## src/rtl/irq_pkg.sv

```systemverilog
package irq_pkg;
   // Source slots inside the synchronized edge vector
   localparam int SRC_PC3 = 0;
   localparam int SRC_EXT = 1;
   localparam int SRC_TMR = 2;
   localparam int NSRC    = 3;

   typedef enum logic [1:0] {
      CMD_NONE = 2'd0,
      CMD_EN   = 2'd1,
      CMD_DIS  = 2'd2,
      CMD_CLR  = 2'd3
   } irq_cmd_e;
endpackage

```

## src/rtl/irq_sync_edge.sv

```systemverilog
module irq_sync_edge #(
   parameter int STAGES = 2
) (
   input  logic clk,
   input  logic rst_n,
   input  logic d_i,
   output logic rise_o
);
   localparam int LAST = STAGES - 1;

   logic [LAST:0] sh_q;
   logic          prev_q;
   logic          synced;

   generate
      if (STAGES < 2) begin : g_bad
         $error("irq_sync_edge: STAGES must be at least 2");
      end
   endgenerate

   always_ff @(posedge clk or negedge rst_n) begin
      if (!rst_n) begin
         sh_q   <= '0;
         prev_q <= 1'b0;
      end else begin
         sh_q   <= {sh_q[LAST-1:0], d_i};
         prev_q <= synced;
      end
   end

   assign synced = sh_q[LAST];
   assign rise_o = synced & ~prev_q;

   // a detected rise lasts exactly one cycle (R6: only the 0->1 step counts)
   assert_single_pulse_R6: assert property (@(posedge clk) disable iff (!rst_n)
      rise_o |=> !rise_o);
endmodule

```

## src/rtl/irq_src_gate.sv

```systemverilog
module irq_src_gate
   import irq_pkg::*;
#(
   parameter bit HAS_TIMER = 1'b1
) (
   input  logic [NSRC-1:0] rise_i,
   input  logic            sel_ext_i,
   input  logic            dig_en_i,
   input  logic            tmr_en_i,
   output logic            trig_o
);
   logic dig_edge;
   logic tmr_edge;

   assign dig_edge = dig_en_i & (sel_ext_i ? rise_i[SRC_EXT] : rise_i[SRC_PC3]);

   generate
      if (HAS_TIMER) begin : g_tmr
         assign tmr_edge = tmr_en_i & rise_i[SRC_TMR];
      end else begin : g_no_tmr
         logic unused_tmr;
         assign unused_tmr = tmr_en_i ^ rise_i[SRC_TMR];
         assign tmr_edge   = 1'b0;
      end
   endgenerate

   assign trig_o = dig_edge | tmr_edge;

   // with every gate off no trigger may ever leave this stage
   always_comb begin
      assert_gated_off_R5: assert (!(trig_o && !dig_en_i && !tmr_en_i));
   end
endmodule

```

## src/rtl/irq_latch_ctl.sv

```systemverilog
module irq_latch_ctl
   import irq_pkg::*;
#(
   parameter int          ADDR_W  = 5,
   parameter logic [ADDR_W-1:0] OFF_EN  = 'hE,
   parameter logic [ADDR_W-1:0] OFF_DIS = 'hD,
   parameter logic [ADDR_W-1:0] OFF_CLR = 'hF
) (
   input  logic              clk,
   input  logic              rst_n,
   input  logic              trig_i,
   input  logic              wr_en_i,
   input  logic [ADDR_W-1:0] wr_addr_i,
   input  logic              hw_dis_n_i,
   output logic              irq_o
);
   irq_cmd_e cmd;
   logic     en_q;
   logic     pend_q;

   always_comb begin
      cmd = CMD_NONE;
      if (wr_en_i) begin
         if (wr_addr_i == OFF_EN)       cmd = CMD_EN;
         else if (wr_addr_i == OFF_DIS) cmd = CMD_DIS;
         else if (wr_addr_i == OFF_CLR) cmd = CMD_CLR;
      end
   end

   always_ff @(posedge clk or negedge rst_n) begin
      if (!rst_n) begin
         en_q   <= 1'b0;
         pend_q <= 1'b0;
      end else begin
         if (cmd == CMD_EN)       en_q <= 1'b1;
         else if (cmd == CMD_DIS) en_q <= 1'b0;

         if (trig_i)              pend_q <= 1'b1;
         else if (cmd == CMD_CLR) pend_q <= 1'b0;
      end
   end

   assign irq_o = pend_q & en_q & hw_dis_n_i;

   assert_edge_sets_R10: assert property (@(posedge clk) disable iff (!rst_n)
      trig_i |=> pend_q);
   assert_clear_works_R9: assert property (@(posedge clk) disable iff (!rst_n)
      (wr_en_i && wr_addr_i == OFF_CLR && !trig_i) |=> !pend_q);
   assert_enable_R7: assert property (@(posedge clk) disable iff (!rst_n)
      (wr_en_i && wr_addr_i == OFF_EN) |=> en_q);
   assert_disable_R8: assert property (@(posedge clk) disable iff (!rst_n)
      (wr_en_i && wr_addr_i == OFF_DIS) |=> (!en_q && $stable(pend_q) || $past(trig_i)));
   assert_pend_cause_R11: assert property (@(posedge clk) disable iff (!rst_n)
      $rose(pend_q) |-> $past(trig_i));
endmodule

```

## src/rtl/irq_edge_ctrl.sv

```systemverilog
module irq_edge_ctrl
   import irq_pkg::*;
#(
   parameter int ADDR_W      = 5,
   parameter int SYNC_STAGES = 2,
   parameter bit HAS_TIMER   = 1'b1,
   parameter int OFF_EN      = 'hE,
   parameter int OFF_DIS     = 'hD,
   parameter int OFF_CLR     = 'hF
) (
   input  logic              clk,
   input  logic              rst_n,
   input  logic              pc3_i,
   input  logic              ext_i,
   input  logic              tmr_i,
   input  logic              sel_ext_i,
   input  logic              dig_en_i,
   input  logic              tmr_en_i,
   input  logic              wr_en_i,
   input  logic [ADDR_W-1:0] wr_addr_i,
   input  logic              hw_dis_n_i,
   output logic              irq_o
);
   localparam int ADDR_SPAN = 1 << ADDR_W;

   generate
      if (OFF_EN >= ADDR_SPAN || OFF_DIS >= ADDR_SPAN || OFF_CLR >= ADDR_SPAN) begin : g_chk_span
         $error("irq_edge_ctrl: an offset does not fit in ADDR_W");
      end
      if (OFF_EN == OFF_DIS || OFF_EN == OFF_CLR || OFF_DIS == OFF_CLR) begin : g_chk_uniq
         $error("irq_edge_ctrl: offsets must differ");
      end
   endgenerate

   logic [NSRC-1:0] raw;
   logic [NSRC-1:0] rise;
   logic            trig;

   assign raw[SRC_PC3] = pc3_i;
   assign raw[SRC_EXT] = ext_i;
   assign raw[SRC_TMR] = tmr_i;

   generate
      for (genvar i = 0; i < NSRC; i++) begin : g_src
         irq_sync_edge #(.STAGES(SYNC_STAGES)) u_se (
            .clk    (clk),
            .rst_n  (rst_n),
            .d_i    (raw[i]),
            .rise_o (rise[i])
         );
      end
   endgenerate

   irq_src_gate #(.HAS_TIMER(HAS_TIMER)) u_gate (
      .rise_i    (rise),
      .sel_ext_i (sel_ext_i),
      .dig_en_i  (dig_en_i),
      .tmr_en_i  (tmr_en_i),
      .trig_o    (trig)
   );

   irq_latch_ctl #(
      .ADDR_W  (ADDR_W),
      .OFF_EN  (ADDR_W'(OFF_EN)),
      .OFF_DIS (ADDR_W'(OFF_DIS)),
      .OFF_CLR (ADDR_W'(OFF_CLR))
   ) u_latch (
      .clk        (clk),
      .rst_n      (rst_n),
      .trig_i     (trig),
      .wr_en_i    (wr_en_i),
      .wr_addr_i  (wr_addr_i),
      .hw_dis_n_i (hw_dis_n_i),
      .irq_o      (irq_o)
   );

   // the hardware disable pin always wins
   always_comb begin
      assert_hw_mask_R12: assert (!(irq_o && !hw_dis_n_i));
   end
endmodule

```

## config.mk

```make
export PLATFORM = sky130hd
export DESIGN_NAME = irq_edge_ctrl
export DESIGN_NICKNAME = d
export VERILOG_FILES = /design/src/rtl/irq_pkg.sv /design/src/rtl/irq_sync_edge.sv /design/src/rtl/irq_src_gate.sv /design/src/rtl/irq_latch_ctl.sv /design/src/rtl/irq_edge_ctrl.sv
export SDC_FILE = /design/constraint.sdc
export NUM_CORES = 1
export LEC_CHECK = 0
export BUFFER_PORTS_ARGS = -buffer_cell sky130_fd_sc_hd__buf_2
export CORE_AREA = 2 2 39 41
export DETAILED_ROUTE_END_ITERATION = 10
export DIE_AREA = 0 0 41 43
export PLACE_DENSITY = 0.6
export SKIP_CTS_REPAIR_TIMING = 1
export SLEW_MARGIN = 30
export SYNTH_ARGS = -nofsm -noshare
export SYNTH_HDL_FRONTEND = slang
export SYNTH_SLANG_ARGS = --single-unit
```

## constraint.sdc

```tcl
create_clock -name clk -period 2 [get_ports clk]
set_input_delay 0.3 -clock clk [delete_from_list [all_inputs] [get_ports clk]]
set_output_delay 0.3 -clock clk [all_outputs]
set_load 0.1 [all_outputs]
```

Word level (Yosys, flattened, before mapping)
Cells that the tools add are included.
{ "totals": {"output_inout_bits": 1, "wordCells": 36, "reg_bits": 11, "inputBits": 15} }
{ "op_classes": {"eq_ne": 6, "mux": 9, "bitwise_logic": 11, "n_reduce_logical": 2} }
{ "op_table": {"columns": ["operator", "count"], "rows": [
  ["5-bit by 4-bit equality test with 1-bit output, second input constant", 3],
  ["2-bit 2-to-1 mux", 4],
  ["1-bit AND", 7],
  ["1-bit 2-to-1 mux", 5],
  ["2-bit equality test, second input constant", 2],
  ["2-bit nonzero test", 2],
  ["1-bit inverter", 3],
  ["2-bit by 1-bit equality test with 1-bit output, second input constant", 1],
  ["1-bit bitwise OR", 1]
]} }

Longest topological paths before layout
Gate-level depths: netlist of the first run.
{ "logic_depth": {"word_depth": 8, "depth_mapped": 5, "ltp_nobuf": 5} }

By module
A second synthesis of the first run with hierarchy kept.
{ "unflattened": {"cells_unflattened": 26, "area_unflattened_um2": 411.6} }
{ "by_module_without_submodules": {"columns": ["module", "area_each_um2", "cells_per_inst", "n_inst", "seq_area_each_um2"], "rows": [
  ["irq_sync_edge", 88.8, 4, 3, 75.1],
  ["irq_latch_ctl", 125.1, 12, 1, 50.0],
  ["irq_src_gate", 20.0, 2, 1, 0.0]
]} }

Worst setup path after synthesis of the first run
Ideal clock, no wire load.
{ "synth_path": {"path_kind": "register to output", "from": "reg u_latch.pend_q", "to": "out irq_o", "n_path_buf": 0, "arrival_ns": 1.098, "path_slack_ns": 0.602, "path_stages_with_launch": 2, "required_time_ns": 1.700, "cell_sequence": "dfrtp_1 -> and3_1"} }
{ "synth_between": {"elab_chain_len": 2} }
{ "synth_rtl": {"columns": ["element", "line", "text"], "rows": [
  ["from (decl)", "irq_latch_ctl.sv:19", "logic pend_q;"],
  ["from (signal assigned)", "irq_latch_ctl.sv:33", "pend_q <= 1'b0;"],
  ["from (signal assigned)", "irq_latch_ctl.sv:38", "if (trig_i) pend_q <= 1'b1;"],
  ["from (signal assigned)", "irq_latch_ctl.sv:39", "else if (cmd == CMD_CLR) pend_q <= 1'b0;"],
  ["1-bit AND (2 in a row)", "irq_latch_ctl.sv:43", "assign irq_o = pend_q & en_q & hw_dis_n_i;"],
  ["to (decl)", "irq_edge_ctrl.sv:22", "output logic irq_o"]
]} }
Every way passes these cells.

Worst setup path in the final report of the first run
Same ends and word-level chain as after synthesis.

==> impl_metrics.csv, run 1 <==
group,metric,value,unit
status,status,"finished clean",
detailed_routing,ant_nets,0,
power,power_frac_clock,34.6,%
cts,numCtsBuffers,3,
synth,ys_seq_area_share,73.6,%
grt,grt_pass1_vias,233,
worst_setup_path,path_max_fanout,2,
finish,area_delta_synth_final,35.1,%
cts,clockRootBuffer,"clkbuf_4",
finish,drive_gt1_share,44.4,%
worst_setup_path,end_kind,"primary output",
grt,grt_max_degree,12,
synth,synth_area,374,um2
grt,antenna_found_initial,0,
detailed_routing,post-route-drc-count,0,
power,p_switching,0.0000869,W
sta,skew,2.51,ps
placed_design,port_buffers,15,
grt,grtUsageTotal,8.09,%
floorplanning,die_y,43,um
detailed_routing,route.met2.wl,229,um
power,p_int,0.000326,W
floorplanning,die_area,1760,um2
floorplanning,start_util,27.0,%
finish,nFillCells,142,
sta,tightest_slew,482,ps
cts,htreeDepth,1,
sta,max_freq,0.690,GHz
finish,layout_common_cells,"15 x buf_2, 11 x dfrtp_1, 3 x clkbuf_4",
finish,antennaDiodeCount,0,
detailed_routing,routed_wl,499,um
sta,max-slew-margin-rel,68.1,%
cts,insertion_delay,260,ps
cts,clk_pin_slew_worst_paths,60,ps
worst_setup_path,critPathKind,"reg -> out",
worst_hold_path,worstHoldPathType,"in -> reg",
synth,avgSynthCellArea,15.0,um2
sta,rsz0062_at_grt,"no",
worst_setup_path,arrival,1150,ps
power,power_switching_share,21.0,%
synth,yosysUniqueCellTypes,13,
sta,drv_slew,0,
synth,synth-seq-cells,11,
floorplanning,ioPinCount,16,
worst_setup_path,required,1700,ps
sta,setup_viol,0,
detailed_routing,wl_met1,201,um
synth,synth_cells,25,
power,combPwrFrac,8.0,%
detailed_routing,dr.first_iter.drc_count,3,
floorplanning,coreArea,1380,um2
sta,period_minus_slack,1450,ps
detailed_routing,num_vias,250,
sta,setup_tns,0,ps
cts,clockBufferDepth,2,
finish,nets,62,
placed_design,gp_congestion,0.583,
power,peakVddDrop,0.546,mV
power,power_density,817,nW/um2
finish,mostFrequentLayoutCell,"buf_2",
detailed_routing,viasPerCell,4.10,
detailed_routing,wl_met3,69,um
power,pwr-share-seq,57.4,%
sta,hold_viol_final,0,
grt,gr-total-overflow,0,
cts,cts_tree,"built",
grt,grt_pass1_wl,883,um
floorplanning,die_w,41,um
synth,ys_warn_count,0,
sta,period_share,72.4,%
detailed_routing,wl_per_cell,8.18,um
worst_setup_path,start_kind,"register",
floorplanning,rows,14,
detailed_routing,top_layer_used,"met3",
power,power.total,0.000413,W
cts,clock_sinks,11,
detailed_routing,first_pass_iters,2,
synth,syn-num-nets,41,
power,total_leakage_power,0.264,nW
job,drv_cap,0,
==> synthesized netlist by cell type <==
| master | instances | area, um2 |
|---|---|---|
| inv_1 | 2 | 7.51 |
| nand2_1 | 1 | 3.75 |
| nand4b_1 | 1 | 8.76 |
| and3b_1 | 1 | 8.76 |
| o221ai_1 | 1 | 8.76 |
| dfrtp_1 | 11 | 275 |
| ha_1 | 1 | 12.5 |
| and2_2 | 2 | 15.0 |
| and4b_1 | 1 | 10.0 |
| o21ai_1 | 1 | 5.00 |
| nor3b_1 | 1 | 7.51 |
| o21ai_0 | 1 | 5.00 |
| and3_1 | 1 | 6.26 |
==> area by class of cell <==
type                       count  area, um2  area share, %
tap                           16       20.0           3.96
inverter                       2       7.51           1.49
clock buffer                   4       26.3           5.20
sequential                    11        275           54.5
multi-input combinational     12       91.3           18.1
timing repair buffer          16       85.1           16.8
==> sequential cells by signal, indices dropped and copies added (netlist names) <==
register,cells
g_src.u_se.prev_q,3
g_src.u_se.sh_q,6
u_latch.en_q,1
u_latch.pend_q,1
==> cells by family (layout without fill, tap and decap cells) <==
kind of cell,Yosys count,after routing,share of synthesized area [%]
fa+ha+maj,1,1,3.34
compound gates,3,3,5.01
flops,11,11,73.6
simple gates,8,8,16.1
buf+inv,2,22,2.01
==> critical path, cell delays in order, from the launching register on <==
cell and delay [ps]:
dfrtp_1 330, and3_1 140, buf_2 410
==> through the flow <==
step	instances	hold WS (ps)	utilization [%]	instance area, um2	setup WS [ps]
5_1_grt	61	121	36.5	505	490
6_report	61	145	36.5	505	551
4_1_cts	60	-111	35.8	495	536
3_5_place_dp	56	177	33.9	469	609
2_1_floorplan	25	4.41	-	374	602
3_3_place_gp	56	171	33.9	469	599
==> worst paths after layout <==
kind | from | endpoint | slack [ps] | depth (start not counted)
worst max-delay path | u_latch.pend_q$_DFFE_PN0P_ | irq_o | 550 | 2
worst min-delay path | pc3_i | g_src[0].u_se.sh_q[0]$_DFF_PN0_ | 150 | 1
worst max register to register | g_src[1].u_se.sh_q[1]$_DFF_PN0_ | u_latch.pend_q$_DFFE_PN0P_ | 1100 | 3
worst min register to register | g_src[2].u_se.sh_q[0]$_DFF_PN0_ | g_src[2].u_se.sh_q[1]$_DFF_PN0_ | 340 | 0
max in group asynchronous | rst_n | g_src[2].u_se.sh_q[0]$_DFF_PN0_ | 1380 | 2
min in group asynchronous | rst_n | g_src[0].u_se.prev_q$_DFF_PN0_ | 420 | 2
==> layer usage <==
metal  track usage (%)  up-vias
met5                 0        -
met2              11.3       12
met3              7.85        0
met1              8.56      112
met4              2.00        0
li1                  -      126
==> power groups by stage <==
stage / sequential [W] / clock, W / combinational (W)
6_report: 0.000237 / 0.000143 / 0.0000332
5_1_grt: 0.000238 / 0.000165 / 0.0000375
4_1_cts: 0.000237 / 0.000153 / 0.0000325
3_5_place_dp: 0.000241 / 0 / 0.0000324
3_3_place_gp: 0.000241 / 0 / 0.0000321
2_1_floorplan: 0.000240 / 0 / 0.0000141
Note: power is estimated with default switching activity, not from simulation.
==> inputs of run 2 (changes only) <==
- PLACE_DENSITY: 0.6 -> 0.62
- clock period: 2 -> 1.2 ns (I/O delays scaled with it)
==> run 2 against run 1 <==
First-iteration DRC count is the same. Setup slack lost 500 ps. Flip-flop and latch count is the same. Critical path depth is the same. Critical endpoint unchanged. Clock power grew 63%. Utilization grew 2.0 points. Combinational power grew 93%. Clock skew shrank 1.9 ps.
==> impl_metrics.csv, run 2 (synthesis gave the netlist of run 1 again) <==
group,metric,value,unit
cts,clk_pin_slew_worst_paths,60,ps
worst_setup_path,required,1020,ps
sta,tightest_slew,236,ps
job,drv_cap,0,
grt,grt_pass1_wl,876,um
detailed_routing,first_pass_iters,2,
worst_setup_path,end_kind,"primary output",
floorplanning,start_util,27.0,%
sta,skew,0.583,ps
floorplanning,ioPinCount,16,
sta,timing.final.ws_setup,55.6,ps
worst_setup_path,ff2ff_path_depth,3,
finish,antennaDiodeCount,0,
detailed_routing,num_vias,255,
sta,period_share,95.4,%
status,status,"finished clean",
sta,period_minus_slack,1140,ps
sta,setup_viol,0,
finish,regMostFlops,"g_src.u_se.sh_q",
cts,clockRootBuffer,"clkbuf_4",
detailed_routing,post-route-drc-count,0,
detailed_routing,wl_per_cell,8.58,um
finish,area_delta_synth_final,42.5,%
worst_setup_path,path_max_fanout,2,
floorplanning,die_w,41,um
sta,drv_slew,0,
floorplanning,coreArea,1380,um2
sta,max_freq,0.874,GHz
finish,largest_reg_flops,6,
finish,drive_gt1_share,47.8,%
floorplanning,die_y,43,um
worst_setup_path,start_kind,"register",
placed_design,place_ws,-80.9,ps
placed_design,port_buffers,15,
grt,grtUsageTotal,7.91,%
sta,rsz0062_at_grt,"no",
worst_setup_path,critPathKind,"reg -> out",
grt,grt_pass1_vias,247,
power,total_leakage_power,0.269,nW
worst_hold_path,worstHoldPathType,"in -> reg",
placed_design,gp_congestion,0.574,
power,peakVddDrop,0.531,mV
detailed_routing,routed_wl,532,um
floorplanning,rows,14,
floorplanning,die_area,1760,um2
finish,nets,63,
finish,reg_top3,"g_src.u_se.sh_q x6, g_src.u_se.prev_q x3",
grt,grt_max_degree,12,
placed_design,dp_hpwl,427,um
cts,cts_tree,"built",
detailed_routing,viasPerCell,4.11,
cts,clock_sinks,11,
detailed_routing,ant_nets,0,
cts,htreeDepth,1,
cts,insertion_delay,250,ps
sta,hold_viol_final,0,
finish,mostFrequentLayoutCell,"buf_2",
worst_setup_path,arrival,960,ps
detailed_routing,dr.first_iter.drc_count,3,
power,power_density,1300,nW/um2
worst_hold_path,whs_path_depth,1,
grt,antenna_found_initial,0,
cts,clockBufferDepth,2,
finish,layout_common_cells,"14 x buf_2, 11 x dfrtp_1, 3 x clkbuf_4",
sta,max-slew-margin-rel,84.3,%
sta,timing.hold.ws,26.9,ps
grt,gr-total-overflow,0,
cts,numCtsBuffers,3,
## run 2: cell types whose count changed in the layout (fill, tap and decap cells not counted)
| cell | previous run | this run |
|---|---|---|
| buf_4 | 0 | 1 |
| and3_1 | 1 | 0 |
| buf_2 | 15 | 14 |
| and3_4 | 0 | 1 |
| buf_12 | 0 | 1 |
## run 2: layer usage
metal / routed length [um] / global-route usage (%) / vias up
met2: 205 / 10.0 / 15
met3: 70 / 3.14 / 0
met1: 256 / 9.34 / 111
met4: 0 / 8.00 / 0
li1: - / - / 129
met5: 0 / 0 / -
## run 2: layout make-up
class / instances / area, um2
inverters: 2 / 7.51
flip-flops and latches: 11 / 275
repair buffers: 17 / 108
clock buffers: 4 / 26.3
fillers: 130 / 851
multi-input cells: 12 / 96.3
well taps: 16 / 20.0
## run 2: through the flow
stage	power, W	instance area [um2]	std cells	util (%)	TNS [ps]
detailed placement	0.000464	485	56	35.1	-80.9
floorplan	0.000424	375	25	-	0
global route	0.000739	533	62	38.5	0
finish	0.000693	533	62	38.5	0
CTS	0.000703	512	60	37.0	0
global placement	0.000463	485	56	35.1	-80.8
## run 2: worst max-delay path: stages, from the launching register on
cell	delay, ps
dfrtp_1	380
and3_4	180
buf_12	160
## run 2: final timing paths
| check | start | to | slack, ps |
|---|---|---|---|
| max | u_latch.pend_q$_DFFE_PN0P_ | irq_o | 60 |
| max in group asynchronous | rst_n | u_latch.pend_q$_DFFE_PN0P_ | 690 |
| min reg2reg | g_src[2].u_se.sh_q[0]$_DFF_PN0_ | g_src[2].u_se.sh_q[1]$_DFF_PN0_ | 350 |
| min | tmr_i | g_src[2].u_se.sh_q[0]$_DFF_PN0_ | 30 |
| min in group asynchronous | rst_n | g_src[2].u_se.sh_q[0]$_DFF_PN0_ | 310 |
| max reg2reg | g_src[1].u_se.sh_q[1]$_DFF_PN0_ | u_latch.pend_q$_DFFE_PN0P_ | 300 |
## run 2: report_power, final
group / internal [W] / switching, W
Clock: 0.000128 / 0.000105
Combinational: 0.0000332 / 0.0000310
Sequential: 0.000389 / 0.00000652
